===== src/rtl/clb_pkg.sv =====
package clb_pkg;
    typedef enum logic {
        OUT_COMB = 1'b0,
        OUT_REG  = 1'b1
    } out_mode_e;

    function automatic int chain_len(input int k, input int srcs);
        return k * srcs + (1 << k) + 1;
    endfunction
endpackage


===== src/rtl/clb_cfg_chain.sv =====
module clb_cfg_chain
    import clb_pkg::*;
#(
    parameter int K    = 4,
    parameter int SRCS = 5
) (
    input  logic                 clk,
    input  logic                 cfg_load,
    input  logic                 cfg_bit,
    output logic [K*SRCS-1:0]    route,
    output logic [(1<<K)-1:0]    table_bits,
    output out_mode_e            mode
);
    localparam int ROUTE_W = K * SRCS;
    localparam int TBL_W   = 1 << K;
    localparam int TOTAL   = chain_len(K, SRCS);

    typedef struct packed {
        logic [TOTAL-1:0] bits;
    } chain_t;

    chain_t st_d, st_q;

    always_comb begin
        st_d = st_q;
        if (cfg_load) begin
            st_d.bits = {st_q.bits[TOTAL-2:0], cfg_bit};
        end
    end

    always_ff @(posedge clk) begin
        st_q <= st_d;
    end

    assign route      = st_q.bits[TOTAL-1 -: ROUTE_W];
    assign table_bits = st_q.bits[TBL_W:1];
    assign mode       = out_mode_e'(st_q.bits[0]);

    // Configuration holds while no load is in progress
    assert_cfg_hold_R7: assert property (@(posedge clk)
        !cfg_load |=> $stable(st_q.bits));
endmodule


===== src/rtl/clb_xbar.sv =====
module clb_xbar #(
    parameter int K    = 4,
    parameter int SRCS = 5
) (
    input  logic [K*SRCS-1:0] route,
    input  logic [SRCS-1:0]   src,
    output logic [K-1:0]      lut_in
);
    for (genvar r = 0; r < K; r++) begin : g_row
        logic [SRCS-1:0] hit;
        assign hit       = route[r*SRCS +: SRCS] & src;
        assign lut_in[r] = |hit;

        always_comb begin
            if (route[r*SRCS +: SRCS] == '0) begin
                assert_unrouted_zero_R3: assert (lut_in[r] == 1'b0);
            end
        end
    end
endmodule


===== src/rtl/clb_lut.sv =====
module clb_lut #(
    parameter int K = 4
) (
    input  logic [(1<<K)-1:0] table_bits,
    input  logic [K-1:0]      addr,
    output logic              lut_out
);
    always_comb begin
        lut_out = table_bits[addr];
    end

    always_comb begin
        if (&table_bits) begin
            assert_all_ones_R1: assert (lut_out == 1'b1);
        end
        if (table_bits == '0) begin
            assert_all_zeros_R1: assert (lut_out == 1'b0);
        end
    end
endmodule


===== src/rtl/clb_tile.sv =====
module clb_tile
    import clb_pkg::*;
#(
    parameter int K      = 4,
    parameter int EXT_IN = 4
) (
    input  logic              clk,
    input  logic              rst_n,
    input  logic              cfg_load,
    input  logic              cfg_bit,
    input  logic [EXT_IN-1:0] ext_in,
    output logic              elem_out
);
    localparam int SRCS = EXT_IN + 1;

    typedef struct packed {
        logic ff;
    } tile_t;

    tile_t st_d, st_q;

    logic [K*SRCS-1:0]  route;
    logic [(1<<K)-1:0]  table_bits;
    out_mode_e          mode;
    logic [SRCS-1:0]    src;
    logic [K-1:0]       lut_in;
    logic               lut_out;

    clb_cfg_chain #(.K(K), .SRCS(SRCS)) u_chain (
        .clk        (clk),
        .cfg_load   (cfg_load),
        .cfg_bit    (cfg_bit),
        .route      (route),
        .table_bits (table_bits),
        .mode       (mode)
    );

    assign src = {st_q.ff, ext_in};

    clb_xbar #(.K(K), .SRCS(SRCS)) u_xbar (
        .route  (route),
        .src    (src),
        .lut_in (lut_in)
    );

    clb_lut #(.K(K)) u_lut (
        .table_bits (table_bits),
        .addr       (lut_in),
        .lut_out    (lut_out)
    );

    always_comb begin
        st_d    = st_q;
        st_d.ff = lut_out;
    end

    always_ff @(posedge clk or negedge rst_n) begin
        if (!rst_n) begin
            st_q <= '0;
        end else begin
            st_q <= st_d;
        end
    end

    always_comb begin
        elem_out = (mode == OUT_REG) ? st_q.ff : lut_out;
    end

    // Registered mode presents the result of the previous edge
    assert_reg_mode_R5: assert property (@(posedge clk) disable iff (!rst_n)
        (mode == OUT_REG && !cfg_load) |=> (elem_out == $past(lut_out)));

    // Reset holds the flip-flop cleared
    assert_reset_clear_R9: assert property (@(posedge clk)
        (!rst_n && $past(!rst_n)) |-> (st_q.ff == 1'b0));
endmodule


===== config.mk =====
export PLATFORM = sky130hd
export DESIGN_NAME = clb_tile
export DESIGN_NICKNAME = d
export VERILOG_FILES = /design/src/rtl/clb_pkg.sv /design/src/rtl/clb_cfg_chain.sv /design/src/rtl/clb_xbar.sv /design/src/rtl/clb_lut.sv /design/src/rtl/clb_tile.sv
export SDC_FILE = /design/constraint.sdc
export NUM_CORES = 1
export LEC_CHECK = 0
export BUFFER_PORTS_ARGS = -buffer_cell sky130_fd_sc_hd__buf_2
export CAP_MARGIN = 5
export CORE_ASPECT_RATIO = 1.1
export CORE_MARGIN = 3
export CORE_UTILIZATION = 30
export DETAILED_ROUTE_END_ITERATION = 8
export GPL_TIMING_DRIVEN = 0
export MAX_ROUTING_LAYER = met4
export PLACE_DENSITY_LB_ADDON = 0.12
export SETUP_SLACK_MARGIN = 0.02
export SLEW_MARGIN = 20
export SYNTH_ARGS = -nofsm -noshare
export SYNTH_HDL_FRONTEND = slang
export SYNTH_SLANG_ARGS = --single-unit

===== constraint.sdc =====
create_clock -name clk -period 4.2 [get_ports clk]
set_clock_uncertainty 0.1 [all_clocks]
set_input_delay 1.05 -clock clk [delete_from_list [all_inputs] [get_ports clk]]
set_output_delay 1.05 -clock clk [all_outputs]
set_load 0.1 [all_outputs]

==> results.cfg, run 1 <==
[place]
port_buffers = 8
dpl_worst_slack_ns = -0.5469
routabilityCongestion = 0.6955
placed_cells = 140
detailed_place_hpwl_um = 1629

[final_layout]
areaGrowthSynthToFinish_pct = 14.84
layout-drive-gt1-share = 0.2737
antenna_cells = 0
final_common_cell = edfxtp_1
final_cells = 149
final_cell_mix = edfxtp_1 (37), nand2_1 (9), buf_2 (7)
layout.nets = 103

[sta]
post-route-min-period_ns = 4.058
worstMarginPinSlew_ns = 0.8224
setup_ws_ns = 0.1416
period_share = 0.9663
hold_viol = 0
fin_tns_setup_ns = 0
slew_headroom = 0.4518
rsz0062_at_grt = false
setup_viol = 0
finalMaxSlewViolations = 0
fmax_mhz = 246.4

[logic_synthesis]
syn_inst = 78
syn_nets = 86
synthesis.area_sq_mm = 0.001416
synth.avg_cell_area_sq_um = 18.16
synth_top_family_by_area = compound AO/OA/AOI/OAI gates
yosys_warnings = 0
synth_mux_area_frac = 0.02385
synthSimpleGateAreaFrac = 0.08127
synthAdderAreaFrac = 0
synth-compound-area-share = 0.09276
ys_seq_area_frac = 0.8021
synthXorXnorAreaFrac = 0
ys_ff_latch = 38
yosysUniqueCellTypes = 19

[power_and_ir_drop]
finalPower_mw = 0.7847
power_leakage_nw = 0.5571
powerDensity_mw_per_mm2 = 482.5
max-vdd-ir-drop_uv = 227.0

[clocking]
cts_root_buf = clkbuf_8
clkLatencyLatePin_ns = 0.28
cts_hold_buf = 0
clk_pin_slew_ns = 0.07
clockBufferDepth = 2
clock-sinks = 38
htree_levels = 2
tritoncts = yes
cts_buffers = 5

[hold_path]
min_to = u_chain.st_q[33]
hold_path.class = register to register
hold_depth = 0
worstHoldStart = u_chain.st_q[32]

[grt]
grt_pass1_wl_um = 4229
met3_usage = 0.03457
grt.overflow.total = 0
met2_usage = 0.1296
antenna_found_initial = 0
grt_pass1_vias = 803
grt-busiest-layer = met1
grtUsageTotal = 0.1047
gr-usage-met1 = 0.1517
grt_max_degree = 38

[critical_path]
critPathLaunchType = input pin
cp.arrival_ns = 2.91
r2r-start = st_q
reg2reg_setup_slack_ns = 2.28
r2r_cells = 5
reg2reg_to = st_q
worstPathRequired_ns = 3.05
critPathCaptureType = output pin
critPathKind = input pin to output pin
cp_max_fo = 8

[floorplan]
die_h_um = 78.07
ios = 9
die_w_um = 71.52
start_util = 0.3211
dieArea_sq_mm = 0.005583
rows = 25
coreArea_sq_mm = 0.004410

[drt]
dr.pass1.iters = 5
drt_iter0_drc = 54
drc = 0
detail_route.wl_per_cell_um = 16.93
num_vias = 769
via_per_inst = 5.161
wl_um = 2523
ant_nets = 0

[run_status]
outcome = completed

[run]
max_cap_viol_count = 0
-- per-stage QoR --
stage	instance area, sq um	hold WS (ns)	util
global route	1627	0.3603	0.3688
finish	1627	0.3455	0.3688
floorplan	1416	0.3168	-
CTS	1623	0.3449	0.3679
detailed placement	1524	0.3254	0.3455
global placement	1524	0.3301	0.3455
-- synth_stat cells, drive strengths merged --
cell type	count	area (sq um)
nand3	2	10.01
and3	5	36.29
a41oi	1	8.760
a211oi	2	15.01
edfxtp	37	1111
nand2	10	40.04
mux2	3	33.78
dfrtp	1	25.02
nand4	2	12.51
o211ai	2	15.01
a22oi	3	22.52
nand2b	1	6.260
a211o	2	20.02
nor2	1	3.750
a222oi	3	30.03
a311o	2	20.02
and2	1	6.260
-- registers in the layout, summed over array words and instances (netlist names) --
register      count
u_chain.st_q     37
st_q              1
-- critical path, stage by stage --
cell and delay, ns:
buf_2 0.13, a222oi_1 0.31, buf_4 0.18, nand2_2 0.12, mux2_2 0.32, o211ai_1 0.16, nand4_1 0.15, mux2_2 0.30
buf_6 0.19
-- worst max path at each step --
stage	from	to	cells after the start	slack [ns]
6_report	ext_in[1]	elem_out	9	0.14
3_3_place_gp	ext_in[1]	elem_out	8	-0.57
2_1_floorplan	ext_in[1]	elem_out	6	0.17
4_1_cts	ext_in[1]	elem_out	9	0.1
3_5_place_dp	ext_in[1]	elem_out	8	-0.55
5_1_grt	ext_in[0]	elem_out	8	0.03
-- routing by layer --
metal  vias up  wire [um]  part of all wire
met1       376       1231              0.49
met4         0         55             0.022
met5         -          0                 0
li1        358          -                 -
met3         5        149             0.059
met2        30       1088              0.43
-- power by group --
group	total (mW)	switching (mW)	internal [mW]
registers	0.460	0.0159	0.444
clock network	0.228	0.114	0.114
logic	0.0971	0.0635	0.0336
total	0.785	0.193	0.591
-- final cells by class --
| class | count | area [sq um] |
|---|---|---|
| Fill cell | 415 | 2784 |
| Clock buffer | 7 | 76.32 |
| Timing Repair Buffer | 10 | 61.31 |
| Sequential cell | 38 | 1136 |
| Tap cell | 54 | 67.56 |
| Multi-Input combinational cell | 40 | 285.3 |
-- what timing repair did --
item / 4_1_cts / 5_1_grt
pin swaps: 1 / 3
resized for setup: 2 / 1
setup buffers: 2 / 0
endpoints found under the setup margin: 1 / 1
-- kinds of logic after synthesis --
kind of cell       after synthesis
AOI/OAI and AO/OA               15
muxes                            3
DFF                             38
and+or+nand+nor                 22
No activity file was read; power rests on OpenSTA's default activity.
==> run 2: changes to the inputs <==
--- a/config.mk
+++ b/config.mk
@@ -13,7 +13,7 @@
 export DETAILED_ROUTE_END_ITERATION = 8
 export GPL_TIMING_DRIVEN = 0
 export MAX_ROUTING_LAYER = met4
-export PLACE_DENSITY_LB_ADDON = 0.12
+export PLACE_DENSITY = 0.47
 export SETUP_SLACK_MARGIN = 0.02
 export SLEW_MARGIN = 20
 export SYNTH_ARGS = -nofsm -noshare
==> results.cfg, run 2 (synthesized netlist as in run 1, its figures left out) <==
[run_status]
outcome = completed

[hold_path]
hold_path.class = register to register

[critical_path]
crit_path_cell_trace = buf_2, a222oi_1, buf_4, nand2_2, mux2_2, o211ai_1, nand4_1, mux2_2, buf_6
r2r-start = st_q
reg2reg_setup_slack_ns = 2.27
worstPathRequired_ns = 3.05
crit_family = multiplexers
r2r_cells = 5
slowest_stage = a222oi_1
cp_num_buf_inv = 3
critPathKind = input pin to output pin
cp_common_cell = mux2_2
cp_max_fo = 8
cp.arrival_ns = 2.93
path_depth = 9
critPathCaptureType = output pin
critPathLaunchType = input pin
crit_start = ext_in[1]
critPathCapture = elem_out
reg2reg_to = st_q
worst_path_largest_cell_delay_ns = 0.33

[grt]
grt-busiest-layer = met2
grtUsageTotal = 0.1006
antenna_found_initial = 0
grt_max_degree = 38
grt_pass1_wl_um = 4057
met3_usage = 0.03841
gr-usage-met1 = 0.1284
met2_usage = 0.1415
grt.overflow.total = 0
grt_pass1_vias = 798

[floorplan]
start_util = 0.3211
ios = 9
die_w_um = 71.52
die_h_um = 78.07
coreArea_sq_mm = 0.004410
dieArea_sq_mm = 0.005583
rows = 25

[power_and_ir_drop]
max-vdd-ir-drop_uv = 249.1
share_comb_of_total_power = 0.124
pwr-share-clk = 0.293
finalPower_mw = 0.7896
power_leakage_nw = 0.5663
seqPwrFrac = 0.583
powerDensity_mw_per_mm2 = 481.8
internal_power_mw = 0.5921
swShare = 0.2502
switchingPower_mw = 0.1976

[sta]
slew_headroom = 0.4683
fmax_mhz = 244.9
period_share = 0.9723
setup_viol = 0
post-route-min-period_ns = 4.084
finalMaxSlewViolations = 0
rsz0062_at_grt = false
hold_viol = 0
worstMarginPinSlew_ns = 0.7975

[final_layout]
final_cell_mix = edfxtp_1 (37), nand2_1 (9), buf_2 (7)
layout.nets = 104
antenna_cells = 0
largest_reg_flops = 37
top_register = u_chain.st_q
reg_top3 = u_chain.st_q: 37 flops, st_q: 1 flops
areaGrowthSynthToFinish_pct = 15.72
layout-drive-gt1-share = 0.2887
final_common_cell = edfxtp_1
utilization = 0.3716

[drt]
drt_iter0_drc = 57
detail_route.wl_per_cell_um = 16.67
drc = 0
num_vias = 786
dr.pass1.iters = 4
wl_um = 2517
ant_nets = 0
via_per_inst = 5.205

[place]
port_buffers = 8
detailed_place_hpwl_um = 1559
routabilityCongestion = 0.7339

[clocking]
clk_pin_slew_ns = 0.06
cts_buffers = 5
cts_hold_buf = 0
htree_levels = 2
cts_root_buf = clkbuf_8
clkLatencyLatePin_ns = 0.29
clock-sinks = 38
clockBufferDepth = 2
tritoncts = yes

[run]
max_cap_viol_count = 0
==> run 2: area by class of cell <==
type | instances | area [sq um]
Tap cell | 54 | 67.56
Timing Repair Buffer | 11 | 68.82
Multi-Input combinational cell | 40 | 285.3
Fill cell | 413 | 2771
Clock inverter | 2 | 8.758
Clock buffer | 6 | 72.57
Sequential cell | 38 | 1136
==> run 2: worst min path at each step <==
stage / startpoint / end / slack, ns / cells after the start
global placement: u_chain.st_q[32] / u_chain.st_q[33] / 0.33 / 0
detailed placement: u_chain.st_q[1] / u_chain.st_q[2] / 0.33 / 0
finish: u_chain.st_q[1] / u_chain.st_q[2] / 0.35 / 0
global route: u_chain.st_q[1] / u_chain.st_q[2] / 0.36 / 0
CTS: u_chain.st_q[1] / u_chain.st_q[2] / 0.35 / 0
floorplan: u_chain.st_q[9] / u_chain.st_q[10] / 0.32 / 0
==> run 2: worst register-to-register path, delay by kind of cell (launching register included) <==
kind               cells  cell delay, ns
AOI/OAI and AO/OA      2            0.56
DFF                    1            0.45
muxes                  1            0.32
and+or+nand+nor        2            0.35
==> run 2: per-layer routing <==
metal | wire length (um) | up-vias
met1 | 1162 | 396
li1 | - | 362
met2 | 1192 | 22
met3 | 118 | 6
met5 | 0 | -
met4 | 43 | 0
==> run 2: power groups by stage <==
stage	sequential, mW	clock [mW]	combinational, mW
floorplan	0.460	0	0.0643
global placement	0.466	0	0.0883
detailed placement	0.467	0	0.0891
CTS	0.460	0.242	0.0937
global route	0.463	0.262	0.105
finish	0.460	0.232	0.0981
==> run 2: per-stage QoR <==
| step | TNS (ns) | cells | hold slack (ns) | instance area (sq um) | worst slack, ns |
|---|---|---|---|---|---|
| floorplan | 0 | 78 | 0.3168 | 1416 | 0.1689 |
| global placement | -0.5181 | 140 | 0.3294 | 1524 | -0.5181 |
| detailed placement | -0.5191 | 140 | 0.3263 | 1524 | -0.5191 |
| CTS | 0 | 151 | 0.3532 | 1633 | 0.02365 |
| global route | 0 | 151 | 0.3590 | 1639 | 0.01424 |
| finish | 0 | 151 | 0.3479 | 1639 | 0.1163 |
==> run 2: repair_timing <==
action	4_1_cts	5_1_grt
endpoints found under the hold margin	0	0
buffers inserted	3	0
endpoints found under the setup margin	1	1
pin swaps	1	2
gates resized for setup	1	3
==> run 3: changes to the inputs <==
--- a/config.mk
+++ b/config.mk
@@ -18,4 +18,5 @@
 export SLEW_MARGIN = 20
 export SYNTH_ARGS = -nofsm -noshare
 export SYNTH_HDL_FRONTEND = slang
+export SYNTH_HIERARCHICAL = 1
 export SYNTH_SLANG_ARGS = --single-unit
==> results.cfg, run 3 <==
[run_status]
outcome = completed

[place]
dpl_worst_slack_ns = -0.06825
port_buffers = 8
routabilityCongestion = 0.6961
placed_cell_area_sq_mm = 0.001479
detailed_place_hpwl_um = 1390
placed_cells = 120

[sta]
worstMarginPinSlew_ns = 0.7925
fin_hold_ws_ns = 0.3470
fmax_mhz = 244.0
finalMaxSlewViolations = 0
setup_viol = 0
period_share = 0.9757
slew_headroom = 0.4717
post-route-min-period_ns = 4.098
hold_viol = 0
setup_ws_ns = 0.1021
fin_tns_setup_ns = 0
rsz0062_at_grt = false

[final_layout]
final_cell_mix = edfxtp_1 (37), buf_2 (7), clkbuf_8 (5)
utilization = 0.3649
final_cells = 127
layout-drive-gt1-share = 0.2329
final_area_sq_mm = 0.001587
areaGrowthSynthToFinish_pct = 15.69
antenna_cells = 0
reg_top3 = u_chain/st_q: 37 flops, st_q: 1 flops
layout.nets = 81
fillers = 408
largest_reg_flops = 37
top_register = u_chain/st_q
final_common_cell = edfxtp_1

[clocking]
clkLatencyLatePin_ns = 0.29
post_cts.repair.setup_buffers = 0
cts_buffers = 5
htree_levels = 2
clockBufferDepth = 2
tritoncts = yes
clock-sinks = 38
cts_root_buf = clkbuf_8
cts_hold_buf = 0
clk_pin_slew_ns = 0.06

[power_and_ir_drop]
switchingPower_mw = 0.1838
max-vdd-ir-drop_uv = 199.9
pwr-share-clk = 0.350
swShare = 0.2214
share_comb_of_total_power = 0.097
powerDensity_mw_per_mm2 = 523.3
finalPower_mw = 0.8303
seqPwrFrac = 0.553
power_leakage_nw = 0.5624
internal_power_mw = 0.6464

[drt]
detail_route.wl_per_cell_um = 17.71
via_per_inst = 5.000
dr.pass1.iters = 4
ant_nets = 0
drt_iter0_drc = 103
wl_um = 2249
num_vias = 635
drc = 0

[logic_synthesis]
yosysUniqueCellTypes = 8
synthesis.area_sq_mm = 0.001371
yosys_warnings = 6
syn_nets = 66
synthMostInstantiatedCell = edfxtp_1
ys_top_cells_by_count = edfxtp_1 (37), a222oi_1 (4), a22oi_1 (4), mux4_1 (4), nand2_1 (4)
ys_seq_area_frac = 0.8285
synthArstFlopShare = 0.02632
syn_inst = 58
yosys.area.top_type_share = 0.8102
yosysTopAreaCell = edfxtp_1
synth.avg_cell_area_sq_um = 23.64
ys_ff_latch = 38
ys_top_cells_by_area = edfxtp_1 (81%), mux4_1 (7.7%), a222oi_1 (2.9%)
synth_flop_cell = edfxtp_1
synth_edf_count = 37

[critical_path]
crit_start = ext_in[0]
reg2reg_setup_slack_ns = 2.23
reg2reg_to = st_q
slowest_stage = mux4_1
r2r-start = u_chain/st_q[17]
critPathCapture = elem_out
worstPathRequired_ns = 3.05
crit_path_cell_trace = buf_2, a222oi_1, nand2_2, mux4_1, mux2i_1, mux2i_1, mux2_4, buf_6
critPathKind = input pin to output pin
worst_path_largest_cell_delay_ns = 0.50
cp_common_cell = mux2i_1
cp.arrival_ns = 2.95
cp_max_fo = 4
critPathCaptureType = output pin
critPathLaunchType = input pin
r2r_cells = 5

[grt]
grt.overflow.total = 0
grt_pass1_wl_um = 3657
grt_max_degree = 38
grt_pass1_vias = 704
antenna_found_initial = 0
grtUsageTotal = 0.09307

[floorplan]
die_h_um = 76.91
die_w_um = 70.47
dieArea_sq_mm = 0.005419
ios = 9
start_util = 0.3154
coreArea_sq_mm = 0.004348
rows = 25

[run]
max_cap_viol_count = 0

[hold_path]
hold_path.class = register to register
## run 3: power groups by stage
stage	clock network (mW)	logic (mW)	registers, mW
floorplan	0	0.0562	0.460
global placement	0	0.0753	0.466
detailed placement	0	0.0762	0.466
CTS	0.301	0.0811	0.459
global route	0.314	0.0860	0.462
finish	0.291	0.0806	0.459
## run 3: cell type report
cell class / count / area [sq um] / share of cell area
clock buffer: 5 / 68.82 / 0.04338
clock inverter: 2 / 33.78 / 0.02129
multi-input combinational: 20 / 234.0 / 0.1475
sequential: 38 / 1136 / 0.7161
tap: 54 / 67.56 / 0.04259
timing repair buffer: 8 / 46.29 / 0.02918
## run 3: how the worst min path moves through the flow
| stage | startpoint | end | cells past startpoint |
|---|---|---|---|
| final | u_chain/st_q[10] | u_chain/st_q[11] | 0 |
| after global routing | u_chain/st_q[12] | u_chain/st_q[13] | 0 |
| after CTS | u_chain/st_q[3] | u_chain/st_q[4] | 0 |
| after detailed placement | u_chain/st_q[10] | u_chain/st_q[11] | 0 |
| after global placement | u_chain/st_q[12] | u_chain/st_q[13] | 0 |
| after floorplan | u_chain/st_q[10] | u_chain/st_q[11] | 0 |
## run 3: what timing repair did
action                     in CTS  in global routing
gates cloned                    0                  0
setup endpoints to repair       1                  1
pin swaps                       1                  2
gates resized for setup         3                  1
## run 3: routing by layer
metal	GRT usage	share of wire	vias up
met2	0.1227	0.43	14
met5	-	0	-
li1	-	-	282
met3	0.03277	0.040	7
met4	0.05747	0.027	0
met1	0.1210	0.50	332
## run 3: worst max-delay path, delay by kind of cell
family	cells	cell delay, ns
AND/OR/NAND/NOR	1	0.18
buffers and inverters	2	0.31
multiplexers	4	1.03
AO/OA/AOI/OAI	1	0.37
## run 3: cells by family after synthesis
family | after synthesis | share of synthesized area
AOI/OAI and AO/OA | 8 | 0.05110
and+or+nand+nor | 4 | 0.01095
DFF | 38 | 0.8285
muxes | 8 | 0.1095
